File: config.mk
export PLATFORM = sky130hd
export DESIGN_NAME = trx_switch_top
export DESIGN_NICKNAME = d
export VERILOG_FILES = /design/src/rtl/trx_switch_pkg.sv /design/src/rtl/trx_cfg_regs.sv /design/src/rtl/trx_delay_fsm.sv /design/src/rtl/trx_pin_mux.sv /design/src/rtl/trx_switch_top.sv
export SDC_FILE = /design/constraint.sdc
export NUM_CORES = 1
export LEC_CHECK = 0
export ABC_CLOCK_PERIOD_IN_PS = 7000
export BUFFER_PORTS_ARGS = -buffer_cell sky130_fd_sc_hd__buf_4
export CAP_MARGIN = 25
export CORE_UTILIZATION = 55
export CTS_CLUSTER_SIZE = 25
export DETAILED_ROUTE_END_ITERATION = 8
export HOLD_SLACK_MARGIN = 0.05
export PLACE_DENSITY = 0.74
export SLEW_MARGIN = 25
export SYNTH_ARGS = -nofsm -noshare
export SYNTH_HDL_FRONTEND = slang
export SYNTH_HIERARCHICAL = 1
export SYNTH_SLANG_ARGS = --single-unit
File: constraint.sdc
create_clock -name clk -period 7 [get_ports clk]
set_clock_uncertainty 0.2 [all_clocks]
set_input_delay 0.7 -clock clk [delete_from_list [all_inputs] [get_ports clk]]
set_output_delay 0.7 -clock clk [all_outputs]
set_load 0.05 [all_outputs]
File: src/rtl/trx_switch_pkg.sv
// Package: shared types and register addresses for the delayed
// transmit/receive switch. Assumes a 7-bit register address.
package trx_switch_pkg;
    localparam int ADDR_W = 7;
    localparam logic [ADDR_W-1:0] A_TX_DLY = 7'd2;
    localparam logic [ADDR_W-1:0] A_RX_DLY = 7'd3;
    localparam logic [ADDR_W-1:0] A_MASK   = 7'd4;
    localparam logic [ADDR_W-1:0] A_TX_PAT = 7'd5;
    localparam logic [ADDR_W-1:0] A_RX_PAT = 7'd6;
    localparam logic [ADDR_W-1:0] A_SW_VAL = 7'd7;

    typedef enum logic [1:0] {
        ST_RX      = 2'd0,
        ST_WAIT_TX = 2'd1,
        ST_TX      = 2'd2,
        ST_WAIT_RX = 2'd3
    } sw_state_t;
endpackage

File: src/rtl/trx_cfg_regs.sv
// Module: configuration register file. Holds both delays, the pin mask,
// the two patterns and the software value. Assumes the data bus is twice
// the pin-bank width so the software write can carry a per-bit mask.
module trx_cfg_regs
    import trx_switch_pkg::*;
#(
    parameter int DATA_W = 32,
    parameter int IO_W   = 16,
    parameter int CNT_W  = 32
) (
    input  logic              clk,
    input  logic              rst_n,
    input  logic              cfg_stb,
    input  logic [ADDR_W-1:0] cfg_addr,
    input  logic [DATA_W-1:0] cfg_data,
    output logic [CNT_W-1:0]  tx_dly,
    output logic [CNT_W-1:0]  rx_dly,
    output logic [IO_W-1:0]   pin_mask,
    output logic [IO_W-1:0]   tx_pat,
    output logic [IO_W-1:0]   rx_pat,
    output logic [IO_W-1:0]   sw_val
);
    localparam int MSK_LO = IO_W;

    logic [IO_W-1:0] wr_val, wr_msk;
    assign wr_val = cfg_data[IO_W-1:0];
    assign wr_msk = cfg_data[MSK_LO+IO_W-1:MSK_LO];

    // Purpose: decode strobed writes into the addressed register.
    always_ff @(posedge clk) begin
        if (!rst_n) begin
            tx_dly   <= '0;
            rx_dly   <= '0;
            pin_mask <= '0;
            tx_pat   <= '0;
            rx_pat   <= '0;
            sw_val   <= '0;
        end else if (cfg_stb) begin
            case (cfg_addr)
                A_TX_DLY: tx_dly   <= cfg_data[CNT_W-1:0];
                A_RX_DLY: rx_dly   <= cfg_data[CNT_W-1:0];
                A_MASK:   pin_mask <= wr_val;
                A_TX_PAT: tx_pat   <= wr_val;
                A_RX_PAT: rx_pat   <= wr_val;
                A_SW_VAL: sw_val   <= (sw_val & ~wr_msk) | (wr_val & wr_msk);
                default:  ;
            endcase
        end
    end

    p_txdly_wr_r7: assert property (@(posedge clk) disable iff (!rst_n)
        (cfg_stb && cfg_addr == A_TX_DLY) |=> tx_dly == $past(cfg_data[CNT_W-1:0]));
    p_other_hold_r7: assert property (@(posedge clk) disable iff (!rst_n)
        !(cfg_stb && cfg_addr >= A_TX_DLY && cfg_addr <= A_RX_PAT)
        |=> ($stable(tx_dly) && $stable(rx_dly) && $stable(pin_mask)
             && $stable(tx_pat) && $stable(rx_pat)));
    p_sw_hold_r8: assert property (@(posedge clk) disable iff (!rst_n)
        !(cfg_stb && cfg_addr == A_SW_VAL) |=> $stable(sw_val));
endmodule

File: src/rtl/trx_delay_fsm.sv
// Module: four-state switch timer. Waits tx_dly edges before entering
// transmit and rx_dly edges before leaving it, and cancels a wait if the
// request returns to its earlier level. Assumes delays are stable while
// a wait is in progress.
module trx_delay_fsm
    import trx_switch_pkg::*;
#(
    parameter int CNT_W = 32
) (
    input  logic             clk,
    input  logic             rst_n,
    input  logic             txpath_rst_n,
    input  logic             run,
    input  logic             req,
    input  logic [CNT_W-1:0] tx_dly,
    input  logic [CNT_W-1:0] rx_dly,
    output logic             tx_active
);
    sw_state_t        state;
    logic [CNT_W-1:0] cnt;

    // Purpose: advance the switch state and its wait counter.
    always_ff @(posedge clk) begin
        if (!rst_n || !txpath_rst_n || !run) begin
            state <= ST_RX;
            cnt   <= '0;
        end else begin
            case (state)
                ST_RX: if (req) begin
                    if (tx_dly == '0) state <= ST_TX;
                    else begin
                        state <= ST_WAIT_TX;
                        cnt   <= tx_dly - 1'b1;
                    end
                end
                ST_WAIT_TX: begin
                    if (!req)            state <= ST_RX;
                    else if (cnt == '0)  state <= ST_TX;
                    else                 cnt   <= cnt - 1'b1;
                end
                ST_TX: if (!req) begin
                    if (rx_dly == '0) state <= ST_RX;
                    else begin
                        state <= ST_WAIT_RX;
                        cnt   <= rx_dly - 1'b1;
                    end
                end
                default: begin
                    if (req)             state <= ST_TX;
                    else if (cnt == '0)  state <= ST_RX;
                    else                 cnt   <= cnt - 1'b1;
                end
            endcase
        end
    end

    assign tx_active = (state == ST_TX) || (state == ST_WAIT_RX);

    p_rise_needs_req_r1: assert property (@(posedge clk) disable iff (!rst_n)
        $rose(tx_active) |-> $past(req));
    p_fall_needs_drop_r5: assert property (@(posedge clk) disable iff (!rst_n)
        ($fell(tx_active) && $past(run) && $past(txpath_rst_n)) |-> !$past(req));
    p_count_down_r3: assert property (@(posedge clk) disable iff (!rst_n)
        (state == ST_WAIT_TX && run && txpath_rst_n && req && cnt != '0)
        |=> cnt == $past(cnt) - 1'b1);
    p_idle_rx_r6: assert property (@(posedge clk) disable iff (!rst_n)
        (!run || !txpath_rst_n) |=> !tx_active);
endmodule

File: src/rtl/trx_pin_mux.sv
// Module: per-pin output selection between the transmit pattern, the
// receive pattern and the software value. Purely combinational.
module trx_pin_mux #(
    parameter int IO_W = 16
) (
    input  logic            auto_en,
    input  logic            tx_active,
    input  logic [IO_W-1:0] pin_mask,
    input  logic [IO_W-1:0] tx_pat,
    input  logic [IO_W-1:0] rx_pat,
    input  logic [IO_W-1:0] sw_val,
    output logic [IO_W-1:0] gpio_out
);
    for (genvar i = 0; i < IO_W; i++) begin : g_pin
        // Purpose: pick the source of pin i.
        always_comb begin
            if (auto_en && pin_mask[i])
                gpio_out[i] = tx_active ? tx_pat[i] : rx_pat[i];
            else
                gpio_out[i] = sw_val[i];
        end
    end
endmodule

File: src/rtl/trx_switch_top.sv
// Module: top of the delayed transmit/receive switch. Forms the transmit
// request, times the switch, and drives the masked output bank.
// Assumes all inputs are synchronous to clk.
module trx_switch_top
    import trx_switch_pkg::*;
#(
    parameter int DATA_W = 32,
    parameter int IO_W   = 16,
    parameter int CNT_W  = 32
) (
    input  logic              clk,
    input  logic              rst_n,
    input  logic              txpath_rst_n,
    input  logic              cfg_stb,
    input  logic [ADDR_W-1:0] cfg_addr,
    input  logic [DATA_W-1:0] cfg_data,
    input  logic              auto_en,
    input  logic              tx_enable,
    input  logic              fifo_empty,
    output logic              tx_active,
    output logic [IO_W-1:0]   gpio_out
);
    logic [CNT_W-1:0] tx_dly, rx_dly;
    logic [IO_W-1:0]  pin_mask, tx_pat, rx_pat, sw_val;
    logic             req, run;

    assign req = tx_enable && !fifo_empty;
    assign run = auto_en && tx_enable;

    trx_cfg_regs #(.DATA_W(DATA_W), .IO_W(IO_W), .CNT_W(CNT_W)) u_regs (
        .clk(clk), .rst_n(rst_n), .cfg_stb(cfg_stb), .cfg_addr(cfg_addr),
        .cfg_data(cfg_data), .tx_dly(tx_dly), .rx_dly(rx_dly),
        .pin_mask(pin_mask), .tx_pat(tx_pat), .rx_pat(rx_pat), .sw_val(sw_val)
    );

    trx_delay_fsm #(.CNT_W(CNT_W)) u_fsm (
        .clk(clk), .rst_n(rst_n), .txpath_rst_n(txpath_rst_n), .run(run),
        .req(req), .tx_dly(tx_dly), .rx_dly(rx_dly), .tx_active(tx_active)
    );

    trx_pin_mux #(.IO_W(IO_W)) u_mux (
        .auto_en(auto_en), .tx_active(tx_active), .pin_mask(pin_mask),
        .tx_pat(tx_pat), .rx_pat(rx_pat), .sw_val(sw_val), .gpio_out(gpio_out)
    );

    p_manual_pins_r9: assert property (@(posedge clk) disable iff (!rst_n)
        !auto_en |-> gpio_out == sw_val);
    p_no_tx_without_enable_r1: assert property (@(posedge clk) disable iff (!rst_n)
        !tx_enable |=> !tx_active);
endmodule

==> impl_metrics.toml, run 1 <==
[place]
pre_cts_ws_ns = 3.26
io_buffers = 62
dpl.hpwl_um = 14700
place_area_um2 = 8860
dp.cells = 1144
place_congestion = 0.878

[critical_path]
startpoint_type = "register"
cp_max_fo = 35
worstReg2RegStart = "u_fsm/state[0]"
r2r_end = "u_fsm/cnt[31]"
critPathRequiredTime_ns = 6.10
reg2regPathDepth = 10
critPathKind = "reg2out"
cp-end-kind = "output pin"
regToRegSetupSlack_ns = 3.20
crit_arrival_ns = 3.05

[timing]
worst_pin_slew_ns = 1.09
finalSetupViolations = 0
hold_violations = 0
rsz0062_at_grt = "no"
period_minus_slack_ns = 3.95
relSlewSlack_pct = 27.3
finalMaxSlewViolations = 0
fin_crit_sh_pct = 56.4
worst_hold_slack_ns = 0.263
setup_tns_ns = 0
setup_ws_ns = 3.05
fmax_mhz = 253

[yosys]
synth_top_area_share_pct = 38.4
ys_async_sr_fraction_pct = 0
syn_nets = 1023
synthTopCellsByArea = "dfxtp_1, mux2i_1, nand3_1, a21boi_0, o21ai_0"
synth.distinct_cells = 61
syn_inst = 971
syn_area_um2 = 8450
ys_ff_latch = 162
synth_seq_area_share_pct = 38.4
postSynthAreaPerCell_um2 = 8.70
ys.warnings.count = 6
synth_top_area_cell = "dfxtp_1"
synth_edf_count = 0
synth_ff_type = "dfxtp_1"

[finish]
final_common_cell = "dfxtp_1"
instances_no_fill = 1176
syn_to_final_growth_pct = 11.9
final_area_um2 = 9450
antenna_cells = 0
final_nets = 1031
layout_common_cells = "dfxtp_1, nand3_1, o21ai_0"
final_util_pct = 64.1
layout-drive-gt1-share_pct = 15.7

[clock_network]
cts_buffer_depth = 2
numClockSinks = 162
cts_tree = "done"
clk_latency_ns = 0.43
postCtsSetupRepairBufs = 0
htree_levels = 4
clockRootBuffer = "clkbuf_16"
cts_resized = 0
clkTransAtPathRegs_ns = 0.07
hold_buffers = 0
cts_made_buffers = 17

[route]
wl_met1_um = 10300
viasPerCell = 6.16
vias = 7241
dr_wl_met2_um = 10600
first_pass_iters = 7
routed_wl_um = 22300
drc_errors = 0
postRouteAntennaNets = 0
drt_iter0_drc = 710
wl_per_cell_um = 19.0
met3_length_um = 1080
top_layer_used = "met4"

[hold_path]
hp-start = "u_regs/tx_pat[7]"
whs_path_depth = 2
holdPathEnd = "u_regs/tx_pat[7]"
hold_path.class = "reg2reg"

[global_route]
first_global_vias = 6902
grt_pass1_wl_um = 36100
antenna_found_initial = 0
grt_max_degree = 90
grt_remaining_overflow = 0
grtUsageTotal_pct = 28.9

[power_and_ir_drop]
total_power_mw = 2.00
power_density_nw_per_um2 = 212
irDropWorstVdd_mv = 0.192
p_leak_nw = 3.58

[floorplanning]
initial_core_util_pct = 57.3
core_region_area_um2 = 14800
floorplan.die.height_um = 126
die-area_um2 = 15900
num_io_pins = 63
die_w_um = 126
rows = 44

[flow_run]
cap_violations = 0

[run_status]
outcome = "completed"
## cell families after synthesis
kind of cell	after synthesis	synth area share (%)
compound gates	252	18.5
simple gates	318	19.6
mux	119	14.6
buf+inv	87	5.18
xor+xnor	27	2.80
flops	162	38.4
fa+ha+maj	6	0.888
## synth_stat cells (3+ instances only)
cell      number
dfxtp_1      162
nand3_1      104
o21ai_0       96
mux2i_1       93
nand2_1       88
a21boi_0      69
clkbuf_1      57
nor2_1        42
a21oi_1       30
nor4_1        24
a211oi_1      20
mux2_2        20
xnor2_1       20
a31oi_1       17
a21boi_1      11
and3_1         8
buf_1          8
buf_6          7
nand4_1        7
xor2_1         7
and2_1         6
buf_2          6
ha_1           6
nor3_1         6
mux2i_2        5
inv_1          4
nand3b_1       3
## cell type report
type                    count  area (um^2)
fillers                  1281         5300
multi-input cells         722         4830
flip-flops and latches    162         3240
repair buffers             72          544
clock buffers              17          425
well taps                 184          230
clock inverters            15          170
inverters                   4         15.0
## registers in the layout (all words and copies together) (netlist names), named ones only
name and count:
u_regs/rx_pat 16, u_fsm/cnt 32, u_regs/rx_dly 32, u_regs/tx_pat 16
u_regs/pin_mask 16, u_regs/tx_dly 32, u_fsm/state 2
## report_power, final
part / internal, mW / switching, mW / total (mW) / leakage [nW]
combinational: 0.0479 / 0.0813 / 0.129 / 1.99
clock: 0.536 / 0.414 / 0.950 / 0.288
sequential: 0.923 / 0.00164 / 0.925 / 1.30
total: 1.51 / 0.497 / 2.00 / 3.58
## layer usage
layer	vias up	global-route usage (%)
li1	3525	-
met1	3474	39.0
met2	211	46.3
met3	31	5.86
met4	0	9.14
met5	-	0
## worst max-delay path by stage
| stage | startpoint | endpoint | depth (start not counted) |
|---|---|---|---|
| after floorplan | u_fsm/state[0] | gpio_out[10] | 10 |
| after global placement | u_fsm/state[0] | u_fsm/cnt[31] | 10 |
| after detailed placement | u_fsm/state[0] | u_fsm/cnt[31] | 10 |
| after CTS | u_fsm/state[0] | gpio_out[12] | 6 |
| after global routing | u_fsm/state[0] | gpio_out[14] | 6 |
| final | u_fsm/state[0] | gpio_out[12] | 6 |
## worst max-delay path, cell delays in order (launching register included)
cell and delay, ns:
dfxtp_1 0.34, inv_1 0.12, ha_2 0.79, or2_2 0.70
mux2i_1 0.18, a31oi_1 0.24, buf_4 0.23
Note: power is estimated with default switching activity, not from simulation.
==> run 2, diff against run 1 <==
--- a/config.mk
+++ b/config.mk
@@ -5,14 +5,14 @@
 export SDC_FILE = /design/constraint.sdc
 export NUM_CORES = 1
 export LEC_CHECK = 0
-export ABC_CLOCK_PERIOD_IN_PS = 7000
+export ABC_CLOCK_PERIOD_IN_PS = 3600
 export BUFFER_PORTS_ARGS = -buffer_cell sky130_fd_sc_hd__buf_4
 export CAP_MARGIN = 25
 export CORE_UTILIZATION = 55
 export CTS_CLUSTER_SIZE = 25
 export DETAILED_ROUTE_END_ITERATION = 8
 export HOLD_SLACK_MARGIN = 0.05
-export PLACE_DENSITY = 0.74
+export PLACE_DENSITY = 0.77
 export SLEW_MARGIN = 25
 export SYNTH_ARGS = -nofsm -noshare
 export SYNTH_HDL_FRONTEND = slang
==> constraint.sdc (replaced) <==
create_clock -name clk -period 3.6 [get_ports clk]
set_clock_uncertainty 0.2 [all_clocks]
set_input_delay 0.36 -clock clk [delete_from_list [all_inputs] [get_ports clk]]
set_output_delay 0.36 -clock clk [all_outputs]
set_load 0.05 [all_outputs]
==> impl_metrics.toml, run 2 (synthesized netlist as in run 1, its figures left out) <==
[run_status]
outcome = "completed"

[route]
wl_per_cell_um = 18.8
drt_iter0_drc = 850
routed_wl_um = 22900
first_pass_iters = 7
drc_errors = 0
postRouteAntennaNets = 0
vias = 7645
viasPerCell = 6.28

[finish]
n_fill_cell = 1163
antenna_cells = 0
instances_no_fill = 1218
layout_common_cells = "dfxtp_1, nand3_1, o21ai_0"
final_util_pct = 66.7
seqCellArea_um2 = 3240
final_common_cell = "dfxtp_1"
top_regs = "u_fsm/cnt x32, u_regs/rx_dly x32, u_regs/tx_dly x32"
syn_to_final_growth_pct = 16.4
layout-drive-gt1-share_pct = 16.1
multi_input_area_um2 = 4830
final_nets = 1073

[hold_path]
whs_path_depth = 3
hold_path.class = "in2reg"

[timing]
setup_ws_ns = 0.251
setup_tns_ns = 0
fin_crit_sh_pct = 93.0
period_minus_slack_ns = 3.35
worst_pin_slew_ns = 0.997
fmax_mhz = 299
hold_violations = 0
relSlewSlack_pct = 33.6
finalMaxSlewViolations = 0
finalSetupViolations = 0
rsz0062_at_grt = "no"

[place]
place_congestion = 0.877
io_buffers = 62
dp.cells = 1155
pre_cts_ws_ns = 0.221
dpl.hpwl_um = 14600

[global_route]
grt_max_degree = 147
grt_remaining_overflow = 0
grtUsageTotal_pct = 28.8
grt_pass1_wl_um = 36300
first_global_vias = 7137
antenna_found_initial = 0

[critical_path]
crit_cells = 11
slowest_delay_ns = 0.37
critPathSlowestCell = "ha_1"
critPathKind = "reg2reg"
cp-end-kind = "register"
reg2regPathDepth = 11
startpoint_type = "register"
critPathRequiredTime_ns = 3.75
crit_buf_inv = 2
cp_max_fo = 10
crit_arrival_ns = 3.50
crit_chain = "inv_1 > ha_1 > or2_4 > buf_4 > mux2i_1 > and4_1 > and3_1 > nand3_1 > nand3b_1 > mux2_1 > o22ai_1"
cp_top_family = "simple AND/OR/NAND/NOR gates"

[clock_network]
cts_made_buffers = 17
cts_buffer_depth = 2
clk_latency_ns = 0.43
postCtsSetupRepairBufs = 0
clockRootBuffer = "clkbuf_16"
htree_levels = 4
numClockSinks = 162
clkTransAtPathRegs_ns = 0.06
cts_tree = "done"
cts_resized = 0

[flow_run]
cap_violations = 0

[floorplanning]
floorplan.die.height_um = 126
rows = 44
initial_core_util_pct = 57.3
core_region_area_um2 = 14800
die-area_um2 = 15900
num_io_pins = 63
die_w_um = 126

[power_and_ir_drop]
power_density_nw_per_um2 = 382
total_power_mw = 3.75
irDropWorstVdd_mv = 0.343
p_leak_nw = 3.74
[run 2: cell types whose count changed in the layout (fill, tap and decap cells not counted), moves of 2 or more]
cell and delta:
clkinvlp_4 +3, buf_4 +8, inv_6 -5, buf_12 +3, clkbuf_8 +2, dlygate4sd3_1 +30
clkinv_2 +3, bufinv_16 -2
[run 2: layer usage]
| layer | GRT usage (%) | up-vias | wire length [um] |
|---|---|---|---|
| met5 | 0 | - | 0 |
| met4 | 11.2 | 0 | 601 |
| met3 | 5.69 | 50 | 1530 |
| met2 | 47.0 | 311 | 10800 |
| met1 | 37.5 | 3662 | 9960 |
| li1 | - | 3622 | - |
[run 2: metrics by stage]
step	hold WS (ns)	cell area (um^2)
2_1_floorplan	0.238	8450
3_3_place_gp	0.246	8960
3_5_place_dp	0.252	8990
4_1_cts	0.0516	9830
5_1_grt	0.0556	9840
6_report	0.0608	9840
[run 2: final timing paths]
kind | startpoint | endpoint | slack, ns
setup / recovery | u_fsm/state[1] | u_fsm/cnt[31] | 0.25
hold / removal | cfg_data[1] | u_regs/tx_dly[1] | 0.06
setup reg to reg | u_fsm/state[1] | u_fsm/cnt[31] | 0.25
hold reg to reg | u_regs/tx_pat[7] | u_regs/tx_pat[7] | 0.26
[run 2: what timing repair did]
| item | in CTS | in global routing |
|---|---|---|
| endpoints found under the hold margin | 64 | 0 |
| setup endpoints to repair | 0 | 4 |
| hold buffers | 30 | 0 |
[run 2: layout make-up]
| cell class | instances | share of cell area [%] |
|---|---|---|
| multi-input cells | 723 | 49.1 |
| flip-flops and latches | 162 | 33.0 |
| clock inverters | 12 | 0.852 |
| well taps | 184 | 2.34 |
| inverters | 4 | 0.153 |
| clock buffers | 20 | 4.64 |
| repair buffers | 113 | 9.97 |
[run 2: where the power goes]
group	internal, mW	switching [mW]	leakage [nW]	total [mW]
Combinational	0.119	0.163	2.18	0.282
Sequential	1.80	0.00307	1.30	1.80
Clock	0.918	0.756	0.255	1.67
Total	2.83	0.922	3.74	3.75
[run 2: tightest hold or removal path, stage by stage]
cell,delay (ns)
buf_4,0.15
nand3_1,0.07
a21boi_0,0.06
